--- src/rtl/fetch_ctl_pkg.sv ---
package fetch_ctl_pkg;
  typedef enum logic [2:0] {
    BUS_NONE = 3'd0,
    BUS_AR   = 3'd1,
    BUS_PC   = 3'd2,
    BUS_DR   = 3'd3,
    BUS_AC   = 3'd4,
    BUS_IR   = 3'd5,
    BUS_TR   = 3'd6,
    BUS_MEM  = 3'd7
  } bus_src_e;

  typedef struct packed {
    logic mem_rd;
    logic ir_ld;
    logic ar_ld;
    logic pc_inr;
  } strobe_t;
endpackage

--- src/rtl/onehot_dec.sv ---
module onehot_dec #(
  parameter int IN_W = 4,
  localparam int OUT_N = 1 << IN_W
) (
  input  logic [IN_W-1:0]  sel_i,
  output logic [OUT_N-1:0] dec_o
);
  for (genvar k = 0; k < OUT_N; k++) begin : g_dec
    assign dec_o[k] = (sel_i == IN_W'(k));
  end
endmodule

--- src/rtl/seq_counter.sv ---
module seq_counter #(
  parameter int SC_W = 4,
  localparam int T_N = 1 << SC_W
) (
  input  logic            clk_i,
  input  logic            rst_ni,
  input  logic            clr_i,
  output logic [SC_W-1:0] sc_o,
  output logic [T_N-1:0]  t_o
);
  logic [SC_W-1:0] sc_q;

  always_ff @(posedge clk_i or negedge rst_ni) begin
    if (!rst_ni)    sc_q <= '0;
    else if (clr_i) sc_q <= '0;
    else            sc_q <= sc_q + 1'b1;
  end

  assign sc_o = sc_q;

  onehot_dec #(.IN_W(SC_W)) u_tdec (
    .sel_i (sc_q),
    .dec_o (t_o)
  );

  AST_SC_STEP: assert property (@(posedge clk_i) disable iff (!rst_ni)
    !clr_i |=> sc_q == SC_W'($past(sc_q) + 1'b1));
  AST_SC_CLEAR: assert property (@(posedge clk_i) disable iff (!rst_ni)
    clr_i |=> sc_q == '0);
  AST_T_ONEHOT: assert property (@(posedge clk_i) disable iff (!rst_ni)
    $countones(t_o) == 1);
endmodule

--- src/rtl/path_sel.sv ---
module path_sel #(
  parameter int ADDR_W = 12
) (
  input  logic              t3_i,
  input  logic              d_top_i,
  input  logic              ind_i,
  input  logic [ADDR_W-1:0] addr_i,
  output logic              mref_o,
  output logic              rref_o,
  output logic              iop_o,
  output logic [ADDR_W-1:0] rr_op_o
);
  logic single_bit;

  assign single_bit = (addr_i != '0) && ((addr_i & (addr_i - 1'b1)) == '0);

  assign mref_o  = t3_i & ~d_top_i;
  assign rref_o  = t3_i & d_top_i & ~ind_i;
  assign iop_o   = t3_i & d_top_i & ind_i;
  assign rr_op_o = (rref_o && single_bit) ? addr_i : '0;

  always_comb begin
    AST_PATH_EXCL: assert ($onehot0({mref_o, rref_o, iop_o}));
    AST_RR_SINGLE: assert (rr_op_o == '0 || $onehot(rr_op_o));
  end
endmodule

--- src/rtl/fetch_ctl.sv ---
module fetch_ctl
  import fetch_ctl_pkg::*;
#(
  parameter int SC_W   = 4,
  parameter int OP_W   = 3,
  parameter int WORD_W = 16,
  parameter int ADDR_W = 12,
  localparam int T_N       = 1 << SC_W,
  localparam int D_N       = 1 << OP_W,
  localparam int EXEC_SLOT = 4,
  localparam int MODE_BIT  = WORD_W - 1
) (
  input  logic              clk_i,
  input  logic              rst_ni,
  input  logic [WORD_W-1:0] ir_i,
  input  logic              sc_clr_i,
  output logic [T_N-1:0]    t_o,
  output logic [D_N-1:0]    d_o,
  output logic              ind_o,
  output logic [2:0]        bus_sel_o,
  output logic              ar_ld_o,
  output logic              pc_inr_o,
  output logic              ir_ld_o,
  output logic              mem_rd_o,
  output logic              mref_o,
  output logic              rref_o,
  output logic              iop_o,
  output logic [ADDR_W-1:0] rr_op_o
);
  logic [SC_W-1:0] sc;
  logic [T_N-1:0]  t;
  logic [D_N-1:0]  d;
  logic            sc_clr;
  logic            ind_q;
  logic            ext_clr_ok;
  bus_src_e        bus_sel;
  strobe_t         stb;

  // external clear is honoured only once the fetch phase is over
  assign ext_clr_ok = sc_clr_i && (sc >= SC_W'(EXEC_SLOT));
  assign sc_clr     = (t[3] & d[D_N-1]) | ext_clr_ok;

  seq_counter #(.SC_W(SC_W)) u_seq (
    .clk_i  (clk_i),
    .rst_ni (rst_ni),
    .clr_i  (sc_clr),
    .sc_o   (sc),
    .t_o    (t)
  );

  onehot_dec #(.IN_W(OP_W)) u_odec (
    .sel_i (ir_i[MODE_BIT-1 -: OP_W]),
    .dec_o (d)
  );

  always_ff @(posedge clk_i or negedge rst_ni) begin
    if (!rst_ni)   ind_q <= 1'b0;
    else if (t[2]) ind_q <= ir_i[MODE_BIT];
  end

  path_sel #(.ADDR_W(ADDR_W)) u_path (
    .t3_i    (t[3]),
    .d_top_i (d[D_N-1]),
    .ind_i   (ind_q),
    .addr_i  (ir_i[ADDR_W-1:0]),
    .mref_o  (mref_o),
    .rref_o  (rref_o),
    .iop_o   (iop_o),
    .rr_op_o (rr_op_o)
  );

  always_comb begin
    bus_sel = BUS_NONE;
    stb     = '0;
    if (t[0]) begin
      bus_sel   = BUS_PC;
      stb.ar_ld = 1'b1;
    end else if (t[1]) begin
      bus_sel    = BUS_MEM;
      stb.mem_rd = 1'b1;
      stb.ir_ld  = 1'b1;
      stb.pc_inr = 1'b1;
    end else if (t[2]) begin
      bus_sel   = BUS_IR;
      stb.ar_ld = 1'b1;
    end else if (t[3] && !d[D_N-1] && ind_q) begin
      bus_sel    = BUS_MEM;
      stb.mem_rd = 1'b1;
      stb.ar_ld  = 1'b1;
    end
  end

  assign t_o       = t;
  assign d_o       = d;
  assign ind_o     = ind_q;
  assign bus_sel_o = bus_sel;
  assign ar_ld_o   = stb.ar_ld;
  assign pc_inr_o  = stb.pc_inr;
  assign ir_ld_o   = stb.ir_ld;
  assign mem_rd_o  = stb.mem_rd;

  AST_MODE_HOLD: assert property (@(posedge clk_i) disable iff (!rst_ni)
    !t_o[2] |=> $stable(ind_o));
  AST_MODE_CAPTURE: assert property (@(posedge clk_i) disable iff (!rst_ni)
    t_o[2] |=> ind_o == $past(ir_i[MODE_BIT]));
  AST_SHORT_PATH_RESTART: assert property (@(posedge clk_i) disable iff (!rst_ni)
    (rref_o || iop_o) |=> t_o[0]);
  AST_MEM_PATH_EXEC: assert property (@(posedge clk_i) disable iff (!rst_ni)
    mref_o |=> t_o[EXEC_SLOT]);
  AST_EARLY_CLR_IGNORED: assert property (@(posedge clk_i) disable iff (!rst_ni)
    (t_o[0] || t_o[1] || t_o[2]) |=> !t_o[0]);
  AST_READ_ON_MEM_BUS: assert property (@(posedge clk_i) disable iff (!rst_ni)
    mem_rd_o |-> bus_sel_o == 3'b111);
  AST_FETCH_INCR: assert property (@(posedge clk_i) disable iff (!rst_ni)
    pc_inr_o |-> ir_ld_o);
endmodule

--- config.mk ---
export PLATFORM = sky130hd
export DESIGN_NAME = fetch_ctl
export DESIGN_NICKNAME = d
export VERILOG_FILES = /design/src/rtl/fetch_ctl_pkg.sv /design/src/rtl/onehot_dec.sv /design/src/rtl/seq_counter.sv /design/src/rtl/path_sel.sv /design/src/rtl/fetch_ctl.sv
export SDC_FILE = /design/constraint.sdc
export NUM_CORES = 1
export LEC_CHECK = 0
export ABC_CLOCK_PERIOD_IN_PS = 2300
export BUFFER_PORTS_ARGS = -buffer_cell sky130_fd_sc_hd__buf_4
export CAP_MARGIN = 20
export CORE_AREA = 2 2 58 60
export CTS_BUF_LIST = sky130_fd_sc_hd__clkbuf_4
export DETAILED_ROUTE_END_ITERATION = 7
export DIE_AREA = 0 0 60 62
export PLACE_DENSITY = 0.62
export SYNTH_ARGS = -nofsm -noshare
export SYNTH_HDL_FRONTEND = slang
export SYNTH_HIERARCHICAL = 1
export SYNTH_SLANG_ARGS = --single-unit
--- constraint.sdc ---
create_clock -name clk_i -period 2.3 [get_ports clk_i]
set_clock_uncertainty 0.1 [all_clocks]
set_input_delay 0.23 -clock clk_i [delete_from_list [all_inputs] [get_ports clk_i]]
set_output_delay 0.23 -clock clk_i [all_outputs]
set_load 0.03 [all_outputs]
==> Yosys cells after proc, flatten, opt, wreduce, memory -nomap -nowiden <==
Index checks and enable logic that the tools add are counted.
{ "op_classes": {"muxes": 15, "addsub": 2, "n_bitwise": 8, "eq_ne": 22, "reduce_logical": 10, "n_lt_le_gt_ge": 1} }
{ "ops": {"columns": ["cell", "n"], "rows": [
  ["$eq A4 B4 Y1 const B", 8],
  ["$eq A4 B3 Y1 const B", 4],
  ["$and A12 B12 Y12", 1],
  ["$eq A3 B3 Y1 const B", 4],
  ["$logic_not A12 Y1", 1],
  ["$mux W12", 1],
  ["$mux W3", 4],
  ["$reduce_bool A12 Y1", 1],
  ["$sub A12 B1 Y12 const B", 1],
  ["$eq A4 B2 Y1 const B", 2],
  ["$mux W1", 8],
  ["$eq A3 B2 Y1 const B", 2],
  ["$logic_and A1 B1 Y1", 5],
  ["$add A4 B1 Y4 const B", 1],
  ["$and A1 B1 Y1", 4],
  ["$eq A4 B1 Y1 const B", 1],
  ["$ge A4 B3 Y1 const B", 1],
  ["$logic_not A4 Y1", 1],
  ["$mux W4", 1],
  ["$eq A3 B1 Y1 const B", 1],
  ["$logic_not A3 Y1", 1],
  ["$mux W2", 1],
  ["$not A1 Y1", 2],
  ["$logic_not A1 Y1", 1],
  ["$or A1 B1 Y1", 1]
]} }
{ "word_totals": {"out_inout_bits": 47, "input_bits": 19, "word_cells": 60, "ff_bits": 5} }

==> Logic depth before layout (Yosys ltp) <==
{ "depth": {"depth_word": 8, "ltp_mapped": 7} }

==> Modules after synthesis <==
The synthesis kept the hierarchy.
{ "by_module_without_submodules": {"columns": ["module", "cells_per_inst", "seq_area_each_um2", "instances", "area_each_um2"], "rows": [
  ["path_sel", 51, 0.0, 1, 317.8],
  ["onehot_dec (u_seq.u_tdec)", 20, 0.0, 1, 226.5],
  ["seq_counter", 13, 100.1, 1, 170.2],
  ["fetch_ctl", 17, 25.0, 1, 122.6],
  ["onehot_dec (u_odec)", 8, 0.0, 1, 65.1]
]} }

==> Worst setup path before layout <==
OpenSTA, ideal clock, no wires.
{ "synth_path": {"kind": "register -> output", "start": "register u_seq.sc_q[0], in the netlist u_seq/sc_o[0]", "end": "output rr_op_o[10]", "path_stages_with_launch": 8, "path_buffers": 2, "required_time_ns": 1.970, "path_slack_ns": -1.030, "t_arrival_ns": 3.000, "path_cell_list": "dfrtp_1 > buf_4 > and4bb_2 > nand2_1 > nor2_1 > o2111ai_1 > buf_2 > nor4_1"} }
{ "synth_via": {"elab_chain_cells": 5} }
{ "synth_rtl": {"columns": ["item", "line", "source"], "rows": [
  ["start, declared", "seq_counter.sv:11", "logic [SC_W-1:0] sc_q;"],
  ["start signal, assigned", "seq_counter.sv:16", "else sc_q <= sc_q + 1'b1;"],
  ["$eq A4 B2 Y1", "onehot_dec.sv:9", "assign dec_o[k] = (sel_i == IN_W'(k));"],
  ["named net t_o[3]", "fetch_ctl.sv:17", "output logic [T_N-1:0] t_o,"],
  ["$and A1 B1 Y1 (2 in a row)", "path_sel.sv:18", "assign rref_o = t3_i & d_top_i & ~ind_i;"],
  ["named net rref_o", "fetch_ctl.sv:26", "output logic rref_o,"],
  ["$logic_and A1 B1 Y1", "path_sel.sv:20", "assign rr_op_o = (rref_o && single_bit) ? addr_i : '0;"],
  ["$mux W12", "path_sel.sv:20", null],
  ["end, declared", "fetch_ctl.sv:28", "output logic [ADDR_W-1:0] rr_op_o"]
]} }
The timed path passes the listed nets, and every way through them passes these cells.

==> Worst setup path in the final report <==
{ "layout_path": {"start": "input ir_i[2]", "end": "output rr_op_o[4]"} }
{ "layout_via": {"elab_chain_cells": 6} }
{ "layout_rtl": {"columns": ["item", "line", "source"], "rows": [
  ["start, declared", "fetch_ctl.sv:15", "input logic [WORD_W-1:0] ir_i,"],
  ["$sub A12 B1 Y12", "path_sel.sv:15", "assign single_bit = (addr_i != '0) && ((addr_i & (addr_i - 1'b1)) == '0);"],
  ["$and A12 B12 Y12", "path_sel.sv:15", null],
  ["$logic_not A12 Y1", "path_sel.sv:15", null],
  ["$logic_and A1 B1 Y1 (*)", "path_sel.sv:15", null],
  ["$logic_and A1 B1 Y1 (*)", "path_sel.sv:20", null],
  ["$mux W12 (*)", "path_sel.sv:20", null]
]} }
Every way passes the cells marked *; elsewhere a longest branch is shown, timed or not.

==> impl_metrics.yaml <==
run_status:
  outcome: "finished, violations left"
  violations: "setup timing"
die:
  die_width_um: 60
  die_h_um: 62
  ios: 66
  core_um2: 3180
  dieArea_um2: 3720
  rows: 21
  start_util_pct: 28.4
sta:
  tns_ns: -0.0177
  holdWs_ns: 0.132
  hold_viol: 0
  setup_viol: 2
  fin_crit_sh_pct: 101
  max_clock_freq_ghz: 0.433
  max_slew_margin_pct: 74.5
  fin_ws_ns: -0.0119
  layout_min_cycle_time_ns: 2.31
  tightest_slew_ns: 0.380
  rsz0062_at_grt: "yes"
  finalMaxSlewViolations: 0
yosys:
  synth_ff_type: "dfrtp_1"
  yosys.area.top_type: "dfrtp_1"
  netlist_area_um2: 902
  synth_warnings: 6
  synth-seq-cells: 5
  synth-edff-count: 0
  syn_nets: 129
  postSynth.asyncResetShare_pct: 100
  synth.area.top_cells: "dfrtp_1, and4bb_2, nor4_1, nor4b_2, buf_4"
  syn_avg_cell_area_um2: 8.28
  synth-seq-area-share_pct: 13.9
  netlist.area_leader.share_pct: 13.9
  ys_types: 39
  syn_inst: 109
critical_path:
  crit_family: "simple AND/OR/NAND/NOR gates"
  crit_path_max_fanout: 6
  crit_end: "rr_op_o[4]"
  crit_cells: 9
  crit_chain: "buf_6, or4_4, buf_6, nor4_4, buf_4, a31oi_4, buf_12, nor4_4, buf_4"
  cp_data_required_time_ns: 1.97
  worstSetupPathType: "in2out"
  reg2reg_depth: 6
  cp_num_buf_inv: 5
  start_kind: "input port"
  crit_path_max_incr_delay_ns: 0.56
  reg2reg_to: "u_seq/sc_o[3]$_DFF_PN0_"
  startpoint: "ir_i[2]"
  r2r-start: "u_seq/sc_o[2]$_DFF_PN0_"
  rrSetupSlack_ns: 0.71
  arrival_ns: 1.98
  slowest_stage: "or4_4"
  endpoint_kind: "output port"
place:
  port-buffer-count: 65
  place.gp.congestion: 0.827
  hpwl_um: 2350
  place_inst: 232
global_route:
  first_global_vias: 1073
  grt_max_degree: 19
  grt_usage_pct: 16.8
  grt_pass1_wl_um: 4950
  grt_overflow: 0
  antenna_found_initial: 0
cts:
  cts_sinks: 5
  cts-root-buf: "clkbuf_4"
  cts_tree: "yes"
  cts_buffers: 3
  cts_htree_levels: 1
  cts.clk_slew.worst_paths_ns: 0.04
  clock_latency_ns: 0.24
  clk_path_buf_depth: 2
final_layout:
  drive_above_1_share_pct: 73.3
  final_common_cell: "buf_4"
  multiInputGateArea_um2: 965
  final_cells: 241
  n_antenna_cell: 0
  nets: 216
  seq_area_um2: 128
  mostFrequentLayoutCells: "buf_4, buf_6, nor4_4"
  final_core_util_pct: 61.9
  syn_to_final_growth_pct: 118
  fill_cells: 296
worst_hold_path:
  hp-class: "in2reg"
routing:
  remaining_drc_errors: 0
  via_per_inst: 4.90
  drt-pass1-iter-count: 4
  dr_total_vias: 1181
  wire_per_inst_um: 12.6
  drtIter0Drc: 24
  wl_um: 3030
  ant_nets: 0
pwr:
  ir_worst_vdd_mv: 0.655
  p_leak_nw: 0.885
  finalPower_w: 0.00167
  p_per_area_nw_per_um2: 850
job:
  maxCapViolations: 0
[synthesized netlist by cell type, types with 2 or more instances]
cell type and number:
and4b_1 4, inv_1 8, and4bb_2 6, dfrtp_1 5, buf_2 2, a21oi_1 4
nor4b_2 4, nand2_1 4, nor3b_1 4, nand3b_1 2, and3b_2 3, nor2b_1 4
buf_4 6, nand2b_1 5, or2_2 2, or4_1 2, nor4_1 12, o31ai_1 2
nor2_1 7, nor3_1 3, o21ai_0 2
[timing repair]
| item | 4_1_cts | 5_1_grt |
|---|---|---|
| gates resized for setup | 16 | 5 |
| hold endpoints to repair | 5 | 0 |
| setup buffers | 3 | 1 |
| hold buffers | 1 | 0 |
| setup endpoints to repair | 12 | 11 |
| gates cloned | 0 | 0 |
| pin swaps | 2 | 0 |
[where the power goes]
part           total [W]  switching (W)  internal (W)  leakage (nW)
clock           0.000114      0.0000370     0.0000774        0.0184
combinational    0.00139       0.000831      0.000557         0.807
sequential      0.000172      0.0000374      0.000134        0.0599
[per-layer routing]
metal	part of all wire, %	global-route usage (%)	vias to the layer above
met3	3.6	1.86	0
met1	43	22.6	556
met5	0	0	-
met4	0	2.86	0
li1	-	-	596
met2	53	29.5	29
[logic make-up after synthesis]
family / synth area share, %
and+or+nand+nor: 59.1
buffers and inverters: 9.99
AOI/OAI and AO/OA: 11.8
DFF: 13.9
muxes: 2.91
xor gates and xnor gates: 0.971
adders and majority gates: 1.39
[per-stage QoR]
stage	setup WS, ns	area (um2)
2_1_floorplan	-0.154	1150
3_3_place_gp	-0.123	1790
3_5_place_dp	-0.153	1810
4_1_cts	-0.00411	1940
5_1_grt	-0.100	1970
6_report	-0.0119	1970
[state kept, by name, summed over array words and instances, names as in the netlist]
signal	count
ind_o	1
u_seq/sc_o	4
[worst min path at each step]
stage | start | end | cells after the start
CTS | ir_i[15] | ind_o$_DFFE_PN0P_ | 2
finish | ir_i[15] | ind_o$_DFFE_PN0P_ | 2
global route | ir_i[15] | ind_o$_DFFE_PN0P_ | 2
detailed placement | rst_ni | ind_o$_DFFE_PN0P_ | 1
global placement | rst_ni | u_seq/sc_o[3]$_DFF_PN0_ | 1
floorplan | rst_ni | ind_o$_DFFE_PN0P_ | 0
[cell type report]
| type | count | share of cell area [%] |
|---|---|---|
| Inverter | 8 | 1.52 |
| Sequential cell | 5 | 6.48 |
| Clock buffer | 4 | 1.52 |
| Multi-Input combinational cell | 87 | 49.0 |
| Tap cell | 46 | 2.92 |
| Timing Repair Buffer | 91 | 38.6 |
No activity file was read; power rests on OpenSTA's default activity.
